## config.mk

```make
export PLATFORM = sky130hd
export DESIGN_NAME = usb_pkt_encoder
export DESIGN_NICKNAME = d
export VERILOG_FILES = /design/src/rtl/usbenc_pkg.sv /design/src/rtl/usbenc_crc5.sv /design/src/rtl/usbenc_toggle.sv /design/src/rtl/usb_pkt_encoder.sv
export SDC_FILE = /design/constraint.sdc
export NUM_CORES = 1
export LEC_CHECK = 0
export BUFFER_PORTS_ARGS = -buffer_cell sky130_fd_sc_hd__buf_2
export CORE_MARGIN = 3
export CORE_UTILIZATION = 55
export DETAILED_ROUTE_END_ITERATION = 8
export GPL_ROUTABILITY_DRIVEN = 0
export PLACE_DENSITY = 0.74
export SYNTH_ARGS = -nofsm -noshare
export SYNTH_HDL_FRONTEND = slang
export SYNTH_SLANG_ARGS = --single-unit
```

## constraint.sdc

```tcl
create_clock -name clk -period 2.34 [get_ports clk]
set_input_delay 0.468 -clock clk [delete_from_list [all_inputs] [get_ports clk]]
set_output_delay 0.468 -clock clk [all_outputs]
set_load 0.005 [all_outputs]
```

## src/rtl/usbenc_pkg.sv

```systemverilog
package usbenc_pkg;

  typedef enum logic [2:0] {
    K_SETUP = 3'd0,
    K_IN    = 3'd1,
    K_OUT   = 3'd2,
    K_SOF   = 3'd3,
    K_ACK   = 3'd4,
    K_NAK   = 3'd5,
    K_DATA  = 3'd6,
    K_RSVD  = 3'd7
  } req_kind_e;

  typedef enum logic [2:0] {
    ST_IDLE = 3'd0,
    ST_CRC  = 3'd1,
    ST_B0   = 3'd2,
    ST_B1   = 3'd3,
    ST_B2   = 3'd4
  } enc_state_e;

  localparam logic [3:0] CODE_SETUP = 4'hD;
  localparam logic [3:0] CODE_IN    = 4'h9;
  localparam logic [3:0] CODE_OUT   = 4'h1;
  localparam logic [3:0] CODE_SOF   = 4'h5;
  localparam logic [3:0] CODE_ACK   = 4'h2;
  localparam logic [3:0] CODE_NAK   = 4'hA;
  localparam logic [3:0] CODE_DATA0 = 4'h3;
  localparam logic [3:0] CODE_DATA1 = 4'hB;

  // check nibble in the upper half, code in the lower half
  function automatic logic [7:0] pid_byte(input logic [3:0] code);
    return {~code, code};
  endfunction

endpackage

```

## src/rtl/usbenc_crc5.sv

```systemverilog
module usbenc_crc5 #(
  parameter int                 CRC_W = 5,
  parameter logic [CRC_W-1:0]   POLY  = 5'h14,
  parameter logic [CRC_W-1:0]   SEED  = 5'h1F
) (
  input  logic             clk,
  input  logic             rst_n,
  input  logic             init,
  input  logic             step,
  input  logic             din,
  output logic [CRC_W-1:0] crc_out
);

  logic [CRC_W-1:0] crc_q;
  logic [CRC_W-1:0] crc_d;
  logic             crc_en;

  assign crc_en = init | step;

  always_comb begin
    crc_d = crc_q;
    if (init) begin
      crc_d = SEED;
    end else if (step) begin
      if (crc_q[0] ^ din) crc_d = (crc_q >> 1) ^ POLY;
      else                crc_d = crc_q >> 1;
    end
  end

  always_ff @(posedge clk or negedge rst_n) begin
    if (!rst_n)      crc_q <= SEED;
    else if (crc_en) crc_q <= crc_d;
  end

  assign crc_out = ~crc_q;

  // the remainder only moves when seeded or stepped
  p_crc_hold_r4: assert property (@(posedge clk) disable iff (!rst_n)
    (!init && !step) |=> $stable(crc_out));

endmodule

```

## src/rtl/usbenc_toggle.sv

```systemverilog
module usbenc_toggle (
  input  logic clk,
  input  logic rst_n,
  input  logic flip,
  input  logic clear,
  output logic seq_bit
);

  logic seq_q;
  logic seq_d;
  logic seq_en;

  assign seq_en = flip | clear;

  always_comb begin
    seq_d = seq_q;
    if (clear)     seq_d = 1'b0;
    else if (flip) seq_d = ~seq_q;
  end

  always_ff @(posedge clk or negedge rst_n) begin
    if (!rst_n)      seq_q <= 1'b0;
    else if (seq_en) seq_q <= seq_d;
  end

  assign seq_bit = seq_q;

  p_seq_flip_r10: assert property (@(posedge clk) disable iff (!rst_n)
    (flip && !clear) |=> (seq_bit != $past(seq_bit)));

  p_seq_clear_r11: assert property (@(posedge clk) disable iff (!rst_n)
    clear |=> !seq_bit);

endmodule

```

## src/rtl/usb_pkt_encoder.sv

```systemverilog
module usb_pkt_encoder #(
  parameter int ADDR_W = 7,
  parameter int EP_W   = 4,
  parameter int CRC_W  = 5
) (
  input  logic                   clk,
  input  logic                   rst_n,
  input  logic                   req_valid,
  output logic                   req_ready,
  input  logic [2:0]             req_kind,
  input  logic [ADDR_W-1:0]      dev_addr,
  input  logic [EP_W-1:0]        endp,
  input  logic [ADDR_W+EP_W-1:0] frame_num,
  output logic [7:0]             out_data,
  output logic                   out_valid,
  input  logic                   out_ready,
  output logic                   out_last,
  output logic                   done
);
  import usbenc_pkg::*;

  localparam int FIELD_W = ADDR_W + EP_W;
  localparam int WORD_W  = FIELD_W + CRC_W;
  localparam int CNT_W   = $clog2(FIELD_W);
  localparam logic [CNT_W-1:0] CNT_LAST = CNT_W'(FIELD_W - 1);

  enc_state_e          state_q, state_d;
  req_kind_e           kind_q, kind_in;
  logic [FIELD_W-1:0]  shift_q, keep_q, field_in;
  logic [CNT_W-1:0]    cnt_q, cnt_d;
  logic [7:0]          pid_q, pid_in;
  logic                single_q, single_in;
  logic                done_q;
  logic                accept, hs, finish;
  logic                seq_bit, seq_flip, seq_clear;
  logic [CRC_W-1:0]    crc5;
  logic [WORD_W-1:0]   word;

  assign kind_in   = req_kind_e'(req_kind);
  assign req_ready = (state_q == ST_IDLE);
  assign accept    = req_valid && req_ready && (kind_in != K_RSVD);
  assign hs        = out_valid && out_ready;
  assign finish    = hs && out_last;

  // request decode
  always_comb begin
    single_in = 1'b0;
    field_in  = {endp, dev_addr};
    unique case (kind_in)
      K_SETUP: pid_in = pid_byte(CODE_SETUP);
      K_IN:    pid_in = pid_byte(CODE_IN);
      K_OUT:   pid_in = pid_byte(CODE_OUT);
      K_SOF: begin
        pid_in   = pid_byte(CODE_SOF);
        field_in = frame_num;
      end
      K_ACK: begin
        pid_in    = pid_byte(CODE_ACK);
        single_in = 1'b1;
      end
      K_NAK: begin
        pid_in    = pid_byte(CODE_NAK);
        single_in = 1'b1;
      end
      K_DATA: begin
        pid_in    = seq_bit ? pid_byte(CODE_DATA1) : pid_byte(CODE_DATA0);
        single_in = 1'b1;
      end
      default: pid_in = 8'h00;
    endcase
  end

  // next state
  always_comb begin
    state_d = state_q;
    cnt_d   = cnt_q;
    unique case (state_q)
      ST_IDLE: begin
        cnt_d = '0;
        if (accept) state_d = single_in ? ST_B0 : ST_CRC;
      end
      ST_CRC: begin
        cnt_d = cnt_q + 1'b1;
        if (cnt_q == CNT_LAST) state_d = ST_B0;
      end
      ST_B0: if (hs) state_d = single_q ? ST_IDLE : ST_B1;
      ST_B1: if (hs) state_d = ST_B2;
      ST_B2: if (hs) state_d = ST_IDLE;
      default: state_d = ST_IDLE;
    endcase
  end

  // registers
  always_ff @(posedge clk or negedge rst_n) begin
    if (!rst_n) begin
      state_q <= ST_IDLE;
      cnt_q   <= '0;
      done_q  <= 1'b0;
    end else begin
      state_q <= state_d;
      cnt_q   <= cnt_d;
      done_q  <= finish;
    end
  end

  always_ff @(posedge clk or negedge rst_n) begin
    if (!rst_n) begin
      kind_q   <= K_SETUP;
      pid_q    <= '0;
      single_q <= 1'b0;
      keep_q   <= '0;
    end else if (accept) begin
      kind_q   <= kind_in;
      pid_q    <= pid_in;
      single_q <= single_in;
      keep_q   <= field_in;
    end
  end

  always_ff @(posedge clk or negedge rst_n) begin
    if (!rst_n)                   shift_q <= '0;
    else if (accept)              shift_q <= field_in;
    else if (state_q == ST_CRC)   shift_q <= shift_q >> 1;
  end

  usbenc_crc5 #(.CRC_W(CRC_W)) u_crc (
    .clk     (clk),
    .rst_n   (rst_n),
    .init    (accept),
    .step    (state_q == ST_CRC),
    .din     (shift_q[0]),
    .crc_out (crc5)
  );

  assign seq_flip  = finish && (kind_q == K_DATA);
  assign seq_clear = finish && (kind_q == K_SETUP || kind_q == K_IN || kind_q == K_OUT);

  usbenc_toggle u_seq (
    .clk     (clk),
    .rst_n   (rst_n),
    .flip    (seq_flip),
    .clear   (seq_clear),
    .seq_bit (seq_bit)
  );

  // output mux
  assign word      = {crc5, keep_q};
  assign out_valid = (state_q == ST_B0) || (state_q == ST_B1) || (state_q == ST_B2);
  assign out_last  = (state_q == ST_B2) || ((state_q == ST_B0) && single_q);
  assign done      = done_q;

  always_comb begin
    unique case (state_q)
      ST_B1:   out_data = word[7:0];
      ST_B2:   out_data = word[15:8];
      default: out_data = pid_q;
    endcase
  end

  p_stall_hold_r7: assert property (@(posedge clk) disable iff (!rst_n)
    (out_valid && !out_ready) |=> (out_valid && $stable(out_data) && $stable(out_last)));

  p_done_pulse_r8: assert property (@(posedge clk) disable iff (!rst_n)
    done |=> !done);

  p_done_after_last_r8: assert property (@(posedge clk) disable iff (!rst_n)
    $rose(done) |-> $past(out_valid && out_ready && out_last));

  p_busy_no_take_r9: assert property (@(posedge clk) disable iff (!rst_n)
    out_valid |-> !req_ready);

  p_crc_quiet_r6: assert property (@(posedge clk) disable iff (!rst_n)
    (req_ready && req_valid && req_kind <= 3'd3) |=> (!out_valid && !req_ready));

endmodule

```

# Yosys cells after proc, flatten, opt, wreduce, memory -nomap -nowiden
# Index checks and enable logic that the tools add are counted.
# word_totals
regBits	48
output_inout_bits	12
wordCells	80
# op_classes
addsub	1
n_eq_ne	20
muxes	21
bitwise	6
reduce_logical	22
# ops
op	n
8-bit case mux with 7 select lines	1
11-bit 2-to-1 mux	3
8-bit case mux with 2 select lines	1
3-bit by 2-bit equality test with 1-bit output (second input constant)	5
3-bit equality test (second input constant)	5
3-bit 2-to-1 mux	5
5-bit 2-to-1 mux	3
3-bit case mux with 5 select lines	1
3-bit by 1-bit equality test with 1-bit output (second input constant)	3
3-bit logical NOT	3
8-bit 2-to-1 mux	1
2-bit != test (second input constant)	4
4-bit case mux with 2 select lines	1
1-bit logical AND	7
2-bit nonzero test	3
1-bit logical OR	5
5-bit inverter	1
5-bit AND reduction	1
4-bit by 1-bit adder with 4-bit output (second input constant)	1
4-bit equality test (second input constant)	1
2-bit 2-to-1 mux	2
2-bit AND reduction	2
1-bit 2-to-1 mux	3
3-bit != test (second input constant)	1
other kinds (6)	7

# Longest topological paths before layout
# logic_depth
word_depth	8
mapped_depth	6
mapped_depth_nobuf	5

# Hierarchy
# A second synthesis with hierarchy kept.
# unflattened
cells_unflattened	302
area_unflattened_um2	2572.5
# modules_own_cells
mod	instances	cells_per_inst	area_per_inst_um2	seq_area_each_um2
usb_pkt_encoder	1	275	2279.7	1051.0
usbenc_crc5	1	24	255.2	131.4
usbenc_toggle	1	3	37.5	25.0

# Worst setup path before layout
# OpenSTA, ideal clock, no wires.
# synth_timing
path_kind	reg2out
start	register state_q[1]
end	output port out_data[3]
arrival_time_ps	1386
slack_ps	486
stages_incl_launch_ff	7
path_cell_list	dfrtp_1 -> clkbuf_1 -> clkbuf_1 -> nor2_1 -> a21oi_1 -> o22ai_1 -> a21oi_1
# synth_via
elab_chain_len	2
elab_cells_between_ends	3
# synth_rtl
element	line_no	rtl
start: declaration	usb_pkt_encoder.sv:27	enc_state_e state_q, state_d;
start signal: assignment	usb_pkt_encoder.sv:100	state_q <= state_d;
3-bit equality test or 3-bit by 2-bit equality test with 1-bit output (tied branches)	usb_pkt_encoder.sv:153	unique case (state_q)
8-bit case mux with 2 select lines (*)	usb_pkt_encoder.sv:153	
end: declaration	usb_pkt_encoder.sv:14	output logic [7:0] out_data,
# Every way passes the cells marked *; elsewhere a longest branch is shown, timed or not.

# Final worst setup path
# layout_timing
start	register state_q[2]
end	output port out_data[2]
# Same word-level chain as after synthesis.

==> results.ini <==
[placement]
place_hpwl_um = 4205
detailed_place.area_um2 = 2726
dp_cells = 376
io_buffers = 40

[grt]
grt_start_max_net_pins = 31
grt_first_pass_wirelength_um = 9880
overflow = 0
grt_antenna_before_repair = 0
grt_use_total_pct = 24.01
grt_pass1_vias = 2072

[synth]
ys_ff_latch = 48
yosys_warning_count = 0
postSynth.asyncResetShare_pct = 100.0
post_synth_num_cell_types = 42
synth_sequential_area_ratio_pct = 48.91
synth_flop_cell = sky130_fd_sc_hd__dfrtp_1
syn-instance-count = 295
syn_avg_cell_area_um2 = 8.368
syn_nets = 326
synth-edff-count = 0
post_synth_instance_area_um2 = 2469

[power_and_ir_drop]
power.share.switching_pct = 39.33
vdd_ir_drop_max_mv = 0.6056
static-leakage-power_uw = 0.001391
pwr-share-clk_pct = 15.7
p_comb_share_pct = 44.4
p_sw_uw = 1494
seqPwrFrac_pct = 39.9
pwr_density_cell_nw_per_um2 = 1337
p_int_uw = 2303

[route]
vias_per_cell = 5.773
number_of_design_rule_violations_left_by_the_first_detailed_router_iteration = 156
drt-wirelength-per-cell_um = 15.10
met1_wire_length_um = 2661
remaining_number_of_nets_flagged_by_the_antenna_check_after_routing = 0
wirelength_um = 5797
remaining_drc_errors = 0
number_of_detailed_route_iterations_in_the_first_pass = 4
routed-wl-met3_um = 308
wl_met2_um = 2774
num_vias = 2217
maxUsedRoutingLayer = met4

[timing]
slew_hr_pct = 55.19
tightestPinTransition_ns = 0.6722
setup-violations-final = 0
final.min_clock_period_ns = 2.216
hold_slack_ns = 0.1937
rsz0062_at_grt = no
report.final.slew_viol_count = 0
timing_hold_violations_final = 0
min_period_over_period_pct = 94.69
max_clock_freq_mhz = 451.3
finalSetupTns_ns = 0
clock_skew_ns = 0.005652

[worst_setup_path]
worstSetupStartpointType = register
timing.setup.critical_path_class = reg -> out
cp_max_fo = 9
worst-endpoint-required_ns = 1.87
wp_data_arrival_ns = 1.75
endpoint_kind = output port
ff2ff_path_depth = 5
reg2reg_setup_slack_ns = 0.14

[cts]
htreeDepth = 2
clock_sinks = 48
cts.clk_slew.worst_paths_ns = 0.08
clock_root_buffer = sky130_fd_sc_hd__clkbuf_8
cts.path.max_buffers = 2
cts_made_buffers = 5
clk_lat_worst_skew_ns = 0.30
cts_post_setup_buffers_inserted = 0
clock_tree_from_tritoncts = done

[floorplan]
die-width_um = 73.00
pin_count = 41
initial_core_util_pct = 59.16
core.rowCount = 23
die_area_um2 = 5328
coreArea_um2 = 4173
die_h_um = 73.00

[run]
drv_cap = 0

[layout]
final.fill_count = 342
nets = 364
area_delta_synth_final_pct = 15.05
stdcell_count = 384
diodes = 0
final_cell_area_um2 = 2840
drive_gt1_share_pct = 20.96

[status]
outcome = finished, final reports clean

[worst_hold_path]
min-delay-path-class = in -> async

critical path: stages, from the launching register on:
cell and delay [ns]:
sky130_fd_sc_hd__dfrtp_1 0.50, sky130_fd_sc_hd__nand2b_1 0.22, sky130_fd_sc_hd__a21oi_1 0.17, sky130_fd_sc_hd__buf_4 0.19
sky130_fd_sc_hd__o22ai_1 0.09, sky130_fd_sc_hd__a21oi_1 0.15, sky130_fd_sc_hd__buf_2 0.14
cells by family (layout without fill, tap and decap cells):
family / after synthesis / in the layout / synth area share (%)
AOI/OAI and AO/OA: 77 / 77 / 19.41
buffers and inverters: 25 / 64 / 4.308
muxes: 2 / 2 / 0.8110
adders and majority gates: 2 / 2 / 1.014
xor gates and xnor gates: 3 / 3 / 1.065
and+or+nand+nor: 138 / 138 / 24.48
DFF: 48 / 48 / 48.91
placed cells by master (no fill, tap or decap), drive strengths merged, types with 3 or more instances in the layout:
cell type,count
a21o,5
a21oi,23
a31oi,11
and3,10
buf,51
clkbuf,5
dfrtp,43
dfstp,5
inv,5
nand2,65
nand3,6
nor2,41
o21a,3
o21ai,11
o22ai,11
sequential cells by signal, indices dropped and copies added, names as in the netlist:
register,count
pid_q,8
cnt_q,4
done,1
state_q,3
kind_q,3
keep_q,11
single_q,1
u_seq.seq_bit,1
u_crc.crc_q,5
shift_q,11
area by class of cell:
cell class | instances | area (um^2) | share of cell area (%)
inverter | 5 | 18.77 | 0.6608
clock inverter | 3 | 42.54 | 1.498
multi-input combinational | 222 | 1157 | 40.75
tap | 50 | 62.56 | 2.203
clock buffer | 5 | 68.82 | 2.423
sequential | 48 | 1207 | 42.51
timing repair buffer | 51 | 282.8 | 9.956
Yosys cell counts (all sizes together), types with 6 or more instances:
library cell  count  share of area, %
nand3             6               1.2
o22ai            11               2.8
dfrtp            43                44
a31oi            11               2.8
clkbuf           15               2.3
nor2             41               6.2
and3             10               2.5
nand2            65               9.9
o21ai            11               2.2
a21oi            23               4.7
stage by stage:
step	total power, uW	utilization [%]	setup slack (ns)
finish	3797	68.07	0.1242
global route	4107	68.07	0.006425
CTS	3806	68.01	0.02393
detailed placement	3206	65.34	0.1567
global placement	3175	65.34	0.2142
floorplan	2631	-	0.4860
metal layers:
metal / track usage [%] / vias up
li1: - / 1084
met5: 0 / -
met4: 4.918 / 0
met3: 4.683 / 7
met2: 38.73 / 64
met1: 33.81 / 1062
what timing repair did:
action                                  4_1_cts  5_1_grt
endpoints found under the setup margin        0        3
hold buffers                                  0        0
resized for setup                             0        1
power groups by stage:
| stage | clock [uW] | combinational [uW] | sequential [uW] |
|---|---|---|---|
| after global routing | 639 | 1900 | 1570 |
| after global placement | 0 | 1650 | 1520 |
| after CTS | 604 | 1690 | 1510 |
| after floorplan | 0 | 1190 | 1440 |
| after detailed placement | 0 | 1680 | 1520 |
| final | 595 | 1690 | 1520 |
worst paths after layout:
check / from / end
setup / recovery: state_q[2] / out_data[2]
hold / removal: rst_n / u_seq.seq_bit
setup reg to reg: state_q[2] / shift_q[10]
hold reg to reg: u_crc.crc_q[2] / u_crc.crc_q[1]
max in group asynchronous: rst_n / shift_q[1]
min in group clk: out_ready / state_q[2]
Power figures use the tool's default switching activity.
